--- src/rtl/prioIntPkg.sv ---
package prioIntPkg;
  typedef struct packed {
    logic grant;
    logic eoi;
    logic wrMask;
    logic wrBase;
  } ctlStrobe_t;

  localparam logic [1:0] ADDR_CMD  = 2'd0;
  localparam logic [1:0] ADDR_MASK = 2'd1;
  localparam logic [1:0] ADDR_BASE = 2'd2;
  localparam logic [1:0] ADDR_PEND = 2'd3;
endpackage

--- src/rtl/prioIntSeq.sv ---
module prioIntSeq
  import prioIntPkg::*;
#(
  parameter int NUM_LEVELS = 8,
  parameter int DATA_W = 8,
  parameter logic [DATA_W-1:0] EOI_CODE = 8'h20,
  localparam int LVL_W = $clog2(NUM_LEVELS)
) (
  input  logic [NUM_LEVELS-1:0] pending,
  input  logic [NUM_LEVELS-1:0] inService,
  input  logic [NUM_LEVELS-1:0] lvlMask,
  input  logic                  busWr,
  input  logic [1:0]            busAddr,
  input  logic [DATA_W-1:0]     busWrData,
  input  logic                  intAck,
  output ctlStrobe_t            strobe,
  output logic [NUM_LEVELS-1:0] grantHot,
  output logic [NUM_LEVELS-1:0] eoiHot,
  output logic                  intReq,
  output logic [LVL_W-1:0]      ackLevel
);
  // lowest set index wins (level 0 is highest priority)
  function automatic logic [LVL_W-1:0] firstSet(input logic [NUM_LEVELS-1:0] v);
    logic [LVL_W-1:0] idx;
    idx = '1;
    for (int i = NUM_LEVELS - 1; i >= 0; i--) begin
      if (v[i]) idx = i[LVL_W-1:0];
    end
    return idx;
  endfunction

  logic [NUM_LEVELS-1:0] eligible;
  logic [LVL_W-1:0]      reqTop;
  logic [LVL_W-1:0]      svcTop;
  logic                  reqValid;
  logic                  svcValid;
  logic                  outranks;

  always_comb begin
    eligible = pending & ~lvlMask;
    reqValid = |eligible;
    svcValid = |inService;
    reqTop   = firstSet(eligible);
    svcTop   = firstSet(inService);
    outranks = reqValid && (!svcValid || (reqTop < svcTop));
  end

  always_comb begin
    strobe.grant  = intAck && outranks;
    strobe.eoi    = busWr && (busAddr == ADDR_CMD) && (busWrData == EOI_CODE) && svcValid;
    strobe.wrMask = busWr && (busAddr == ADDR_MASK);
    strobe.wrBase = busWr && (busAddr == ADDR_BASE);
    grantHot = strobe.grant ? (NUM_LEVELS'(1) << reqTop) : '0;
    eoiHot   = strobe.eoi ? (NUM_LEVELS'(1) << svcTop) : '0;
    intReq   = outranks;
    ackLevel = outranks ? reqTop : '1;
  end
endmodule

--- src/rtl/prioIntRegs.sv ---
module prioIntRegs
  import prioIntPkg::*;
#(
  parameter int NUM_LEVELS = 8,
  parameter int DATA_W = 8,
  localparam int LVL_W = $clog2(NUM_LEVELS)
) (
  input  logic                  clk,
  input  logic                  rstN,
  input  logic [NUM_LEVELS-1:0] irqIn,
  input  ctlStrobe_t            strobe,
  input  logic [NUM_LEVELS-1:0] grantHot,
  input  logic [NUM_LEVELS-1:0] eoiHot,
  input  logic [1:0]            busAddr,
  input  logic [DATA_W-1:0]     busWrData,
  input  logic [LVL_W-1:0]      ackLevel,
  output logic [NUM_LEVELS-1:0] pending,
  output logic [NUM_LEVELS-1:0] inService,
  output logic [NUM_LEVELS-1:0] lvlMask,
  output logic [DATA_W-1:0]     busRdData,
  output logic [DATA_W-1:0]     intVec
);
  logic [NUM_LEVELS-1:0] irqPrev;
  logic [DATA_W-1:0]     baseReg;

  for (genvar g = 0; g < NUM_LEVELS; g++) begin : gLevel
    always_ff @(posedge clk or negedge rstN) begin
      if (!rstN) begin
        irqPrev[g]   <= 1'b0;
        pending[g]   <= 1'b0;
        inService[g] <= 1'b0;
      end else begin
        irqPrev[g] <= irqIn[g];
        if (irqIn[g] && !irqPrev[g]) pending[g] <= 1'b1;
        else if (grantHot[g])        pending[g] <= 1'b0;
        if (grantHot[g])             inService[g] <= 1'b1;
        else if (eoiHot[g])          inService[g] <= 1'b0;
      end
    end
  end

  always_ff @(posedge clk or negedge rstN) begin
    if (!rstN) begin
      lvlMask <= '0;
      baseReg <= '0;
    end else begin
      if (strobe.wrMask) lvlMask <= busWrData[NUM_LEVELS-1:0];
      if (strobe.wrBase) baseReg <= busWrData;
    end
  end

  always_comb begin
    busRdData = '0;
    case (busAddr)
      ADDR_CMD:  busRdData[NUM_LEVELS-1:0] = inService;
      ADDR_MASK: busRdData[NUM_LEVELS-1:0] = lvlMask;
      ADDR_BASE: busRdData = baseReg;
      default:   busRdData[NUM_LEVELS-1:0] = pending;
    endcase
    intVec = {baseReg[DATA_W-1:LVL_W], ackLevel};
  end
endmodule

--- src/rtl/prioIntCtrl.sv ---
module prioIntCtrl
  import prioIntPkg::*;
#(
  parameter int NUM_LEVELS = 8,
  parameter int DATA_W = 8,
  parameter logic [DATA_W-1:0] EOI_CODE = 8'h20,
  localparam int LVL_W = $clog2(NUM_LEVELS)
) (
  input  logic                  clk,
  input  logic                  rstN,
  input  logic [NUM_LEVELS-1:0] irqIn,
  input  logic                  busWr,
  input  logic [1:0]            busAddr,
  input  logic [DATA_W-1:0]     busWrData,
  output logic [DATA_W-1:0]     busRdData,
  output logic                  intOut,
  input  logic                  intAck,
  output logic [DATA_W-1:0]     intVec
);
  ctlStrobe_t            strobe;
  logic [NUM_LEVELS-1:0] pending;
  logic [NUM_LEVELS-1:0] inService;
  logic [NUM_LEVELS-1:0] lvlMask;
  logic [NUM_LEVELS-1:0] grantHot;
  logic [NUM_LEVELS-1:0] eoiHot;
  logic [LVL_W-1:0]      ackLevel;

  prioIntSeq #(.NUM_LEVELS(NUM_LEVELS), .DATA_W(DATA_W), .EOI_CODE(EOI_CODE)) seq (
    .pending(pending), .inService(inService), .lvlMask(lvlMask),
    .busWr(busWr), .busAddr(busAddr), .busWrData(busWrData), .intAck(intAck),
    .strobe(strobe), .grantHot(grantHot), .eoiHot(eoiHot),
    .intReq(intOut), .ackLevel(ackLevel)
  );

  prioIntRegs #(.NUM_LEVELS(NUM_LEVELS), .DATA_W(DATA_W)) regs (
    .clk(clk), .rstN(rstN), .irqIn(irqIn), .strobe(strobe),
    .grantHot(grantHot), .eoiHot(eoiHot), .busAddr(busAddr),
    .busWrData(busWrData), .ackLevel(ackLevel),
    .pending(pending), .inService(inService), .lvlMask(lvlMask),
    .busRdData(busRdData), .intVec(intVec)
  );
endmodule

--- config.mk ---
export PLATFORM = sky130hd
export DESIGN_NAME = prioIntCtrl
export DESIGN_NICKNAME = d
export VERILOG_FILES = /design/src/rtl/prioIntPkg.sv /design/src/rtl/prioIntSeq.sv /design/src/rtl/prioIntRegs.sv /design/src/rtl/prioIntCtrl.sv
export SDC_FILE = /design/constraint.sdc
export NUM_CORES = 1
export LEC_CHECK = 0
export ABC_AREA = 0
export CAP_MARGIN = 20
export CELL_PAD_IN_SITES_DETAIL_PLACEMENT = 2
export CELL_PAD_IN_SITES_GLOBAL_PLACEMENT = 2
export CORE_ASPECT_RATIO = 1.75
export CORE_UTILIZATION = 35
export DETAILED_ROUTE_END_ITERATION = 10
export DONT_BUFFER_PORTS = 1
export HOLD_SLACK_MARGIN = 0.1
export PLACE_DENSITY = 0.7
export RECOVER_POWER = 50
export SLEW_MARGIN = 20
export SYNTH_ARGS = -nofsm -noshare
export SYNTH_HDL_FRONTEND = slang
export SYNTH_SLANG_ARGS = --single-unit
--- constraint.sdc ---
create_clock -name clk -period 2.3 [get_ports clk]
set_input_delay 0.345 -clock clk [delete_from_list [all_inputs] [get_ports clk]]
set_output_delay 0.345 -clock clk [all_outputs]
set_load 0.01 [all_outputs]
Word level (Yosys, flattened, before mapping)
Index checks and enable logic that the tools add are counted.

word-level totals
  flip-flop bits (word level) = 40
  input port bits = 22
  logic and storage cells = 128

cells by class
  $lt $le $gt $ge = 1
  equality and inequality tests = 3
  shift-type cells = 2
  multiplexer cells = 50
  bitwise gates (word level) = 2
  reduce and logical (&&, ||, !) cells = 44

operators with widths
  kind                                              count
  two-way mux 1 bit                                 34
  nonzero test 2 bit                                16
  two-way mux 3 bit                                 9
  case mux 8 bit (3 select lines)                   1
  two-way mux 8 bit                                 2
  OR reduction 8 bit                                2
  left shift 1 x 3 -> 8 bit (first input constant)  2
  logical AND 1 bit                                 15
  zero test 1 bit                                   9
  bitwise AND 8 bit                                 1
  == test 8 x 6 -> 1 bit (second input constant)    1
  two-way mux 2 bit                                 4
  NOT 8 bit                                         1
  less-than comparator 3 bit                        1
  == test 2 x 1 -> 1 bit (second input constant)    1
  == test 2 bit (second input constant)             1
  zero test 2 bit                                   1
  logical OR 1 bit                                  1

Logic depth before layout (Yosys ltp)
  depth after elaboration = 16
  mapped depth = 10
  gate-level depth less buffers = 9

Hierarchy
A second synthesis with hierarchy kept.

unflattened totals
  cell total of the unflattened synthesis = 202
  area total of the unflattened synthesis = 2,195.9 µm²

modules (own cells, without submodules)
  module       instances  cells an instance  area each (µm²)  sequential area each (µm²)
  prioIntRegs  1          116                1,647.8          1,001.0
  prioIntSeq   1          86                 548.0            0.0

Worst setup path after synthesis
OpenSTA, ideal clock, no wires.

  path kind = register -> output
  from = reg regs.lvlMask[1]
  to = out intVec[1]
  data arrival time = 1.924 ns
  required time = 1.955 ns
  setup slack = 0.031 ns
  cell stages (with the launch flop) = 11
  buffers on the path = 1
  path through = dfrtp_1 > nand2b_2 > nand4_4 > inv_1 > ha_1 > inv_1 > o22ai_1 > o32ai_2 > or2_1 > buf_6 > o21ai_0

on the way
  longest elaborated chain between the ends = 8

RTL lines
  what                             RTL line           text
  from (decl)                      prioIntRegs.sv:19  output logic [NUM_LEVELS-1:0] lvlMask,
  from (signal assigned)           prioIntRegs.sv:47  if (strobe.wrMask) lvlMask <= busWrData[NUM_LEVELS-1:0];
  NOT 8 bit (*)                    prioIntSeq.sv:40   eligible = pending & ~lvlMask;
  bitwise AND 8 bit (*)            prioIntSeq.sv:40
  two-way mux 3 bit (2 in series)  prioIntSeq.sv:27   if (v[i]) idx = i[LVL_W-1:0];
  less-than comparator 3 bit       prioIntSeq.sv:45   outranks = reqValid && (!svcValid || (reqTop < svcTop));
  logical OR 1 bit                 prioIntSeq.sv:45
  logical AND 1 bit (*)            prioIntSeq.sv:45
  named net intOut                 prioIntCtrl.sv:16  output logic intOut,
  two-way mux 3 bit (*)            prioIntSeq.sv:56   ackLevel = outranks ? reqTop : '1;
  to (decl)                        prioIntCtrl.sv:18  output logic [DATA_W-1:0] intVec

The timed path passes the listed nets; every way through them passes the cells marked *.

Final worst setup path
  from = reg regs.lvlMask[3]
  to = out intVec[0]

on the way
  longest elaborated chain between the ends = 10

RTL lines
  what                             RTL line
  NOT 8 bit (*)                    prioIntSeq.sv:40
  bitwise AND 8 bit (*)            prioIntSeq.sv:40
  two-way mux 3 bit (4 in series)  prioIntSeq.sv:27
  less-than comparator 3 bit       prioIntSeq.sv:45
  logical OR 1 bit                 prioIntSeq.sv:45
  logical AND 1 bit                prioIntSeq.sv:45
  two-way mux 3 bit (*)            prioIntSeq.sv:56

Every way passes the cells marked *; elsewhere a longest branch is shown, timed or not.

==> metrics.md <==
| Metric | Value |
|---|---|
| Skew final | a little under 10 ps |
| Total Nets Final | 250 |
| PnR Total Power | about 2600 µW |
| Data arrival, critical path | 2110 ps |
| Syn Nets | around 210 |
| Post-synth EDFFs | 0 |
| Clock sink count | 40 |
| Worst Path Required | around 2000 ps |
| Ys flop type | dfrtp_1 |
| Final antenna-violating net count | 0 |
| First-pass GRT wire length | around 12,000 µm |
| Top cells by count, synth | dfrtp_1 (40), mux2_2 (16), nor2_1 (16), nand2_1 (13), o21ai_0 (9) |
| RSZ-0062 raised after global routing | yes |
| Final wirelength | ~7500 µm |
| Failing checks | setup timing |
| HPWL after detailed placement | 5240 µm |
| Clk buf depth | 2 |
| Fin Hold WS | around 180 ps |
| Full die area | about 6600 µm² |
| Worst Tran Pin Value | around 1000 ps |
| Fin area | 2800 µm² |
| Root buf cell | clkbuf_8 |
| Unique masters post-synth | 49 |
| Post-Syn Instances | roughly 190 |
| Most frequent cell after synthesis | dfrtp_1 |
| Mean Syn Cell Area | between 10 and 15 µm² |
| Vias | about 1,700 |
| Die Ht | around 110 µm |
| Syn Std Cell Area | 2200 µm² |
| Crit path kind | flip-flop to output port |
| Setup ws final | -155 ps |
| CP Capture Type | output port |
| Global route overflow | 0 |
| Post-synth top area share | between 40% and 50% |
| DR vias/cell | roughly 5.6 |
| Area of the multi-input gates | roughly 1200 µm² |
| Antenna diodes | 0 |
| Total track usage | 25.5% |
| Reg clk slew, reported paths | approximately 80 ps |
| Remaining DRCs | 0 |
| Max FO, Critical Path | 4 |
| Crit share post-route | 107% |
| Initial core utilization | 36.8% |
| I/O pin cnt | 39 |
| TritonCTS clock tree | done |
| Number of global-route vias before repair | 2,057 |
| Initial antenna violation count | 0 |
| Die width | 61.9 µm |
| Area after DPL | roughly 2400 µm² |
| Peak VDD IR | just under 0.5 mV |
| Core Rows | 37 |
| Worst hold path class | input port to flip-flop |
| Clock latency on the worst-skew pair | around 310 ps |
| Pin count of the biggest net entering global routing | 41 |
| Post-synthesis sequential area ratio | around 46% |
| # Max-Cap Violations | 0 |
| Largest cells by area after synthesis | dfrtp_1 (46%), mux2_2 (8.2%), mux4_2 (8.2%), nor2_1 (2.7%), nor2b_1 (2.3%) |
| Status | finished with violations |
| TNS Setup | -548 ps |
| Number of fill cells in the layout | ~600 |
| H-tree lvl count | 2 |
| Area grow syn2layout | 27.3% |
| Pwr/cell area | around 930 nW/µm² |
| Synth warnings | 0 |
| CTS buffer count | 5 |
| DP Worst Slack | -79.2 ps |
| Highest clock rate | between 400 and 500 MHz |
| 1st-pass router iterations | 4 |
| Number of port buffers | 0 |
| Sequential cell area | roughly 1000 µm² |
| Post-synth top area cell | dfrtp_1 |
| Slew Viols, Final | 0 |
| Critical Path Start Type | flip-flop |
| Leak Pwr | 0.00119 µW |
| Final Setup Violations | 4 |
| DR WL/cell | roughly 25 µm |
| Initial DRC count | 28 |
| Yosys reg bits | 40 |
| Gpl congestion | between 0.8 and 0.9 |
| Rel. slew slack | 32.8% |
| Fraction of registers with async set/reset | between 90% and 100% |
| Share of layout cells above drive strength 1 | roughly 45% |
| Final hold vios | 0 |
| Core area | 5970 µm² |
| Tmin final | approximately 2500 ps |
## critical path, stage by stage, from the launching register on
cell	delay, ps
dfrtp_1	390
nand2b_4	160
nand4_4	110
inv_4	50
ha_4	280
inv_2	40
o22ai_2	170
o32ai_2	100
or2_4	280
buf_4	150
nand2_4	70
## final timing paths
path                                                       to  slack, ps                         from  cells after the start
worst max-delay path                                intVec[0]       -160  regs.lvlMask[3]$_DFFE_PN0P_                     10
worst min-delay path              regs.pending[6]$_DFFE_PN0P_        180                     irqIn[6]                      1
worst max register to register  regs.inService[0]$_DFFE_PN0P_        110  regs.lvlMask[3]$_DFFE_PN0P_                     11
worst min register to register    regs.baseReg[1]$_DFFE_PN0P_        520  regs.baseReg[1]$_DFFE_PN0P_                      1
max in group asynchronous         regs.pending[2]$_DFFE_PN0P_        840                         rstN                      2
min in group asynchronous       regs.inService[6]$_DFFE_PN0P_        740                         rstN                      2
## power by group
group / internal, µW / switching [µW]
Sequential: 831 / 132
Clock: 217 / 260
Combinational: 539 / 617
Total: 1590 / 1010
## placed cells by master (no fill, tap or decap), types with 6 or more instances in the layout
master,count
a21oi_1,6
buf_4,30
dfrtp_1,39
dlygate4sd3_1,9
inv_1,6
mux2_2,16
mux4_2,8
nand2_1,9
nand2b_4,6
nor2_1,14
nor2b_1,6
o21ai_0,7
## what timing repair did
action                                  CTS  global route
pin swaps                                 9             8
setup buffers                             7             4
gates resized for setup                  27            11
endpoints found under the hold margin    48             0
hold buffers                             10             0
endpoints found under the setup margin    5             9
gates cloned                              0             0
## stage by stage
step / instances / utilization [%]
3_3_place_gp: 277 / 39.9
4_1_cts: 302 / 45.8
6_report: 306 / 46.8
2_1_floorplan: 186 / -
5_1_grt: 306 / 46.8
3_5_place_dp: 277 / 39.9
## area by class of cell
class	count	area share, %
well taps	78	3.49
multi-input cells	129	43.6
clock buffers	7	2.73
flip-flops and latches	40	35.9
repair buffers	43	12.8
clock inverters	1	0.313
inverters	8	1.16
## metal layers
layer  global-route usage [%]  share of wire, %  vias to the layer above
met3                     4.70               2.8                       19
met4                     16.5               4.1                        0
met2                     43.0                58                       43
li1                         -                 -                      759
met5                        0                 0                        -
met1                     27.6                35                      897
## state kept, by name, summed over array words and instances, names as in the netlist
name            cells
regs.baseReg        8
regs.irqPrev        8
regs.lvlMask        8
regs.pending        8
regs.inService      8
## kinds of logic (layout without fill, tap and decap cells)
kind of cell / Yosys count / count (layout) / synth area share [%]
buffers and inverters: 17 / 59 / 4.79
multiplexers: 24 / 24 / 16.4
flip-flops: 40 / 40 / 45.6
AO/OA/AOI/OAI: 35 / 35 / 12.2
adder cells (fa/ha/maj): 1 / 1 / 0.570
AND/OR/NAND/NOR: 69 / 69 / 20.5
Note: power is estimated with default switching activity, not from simulation.
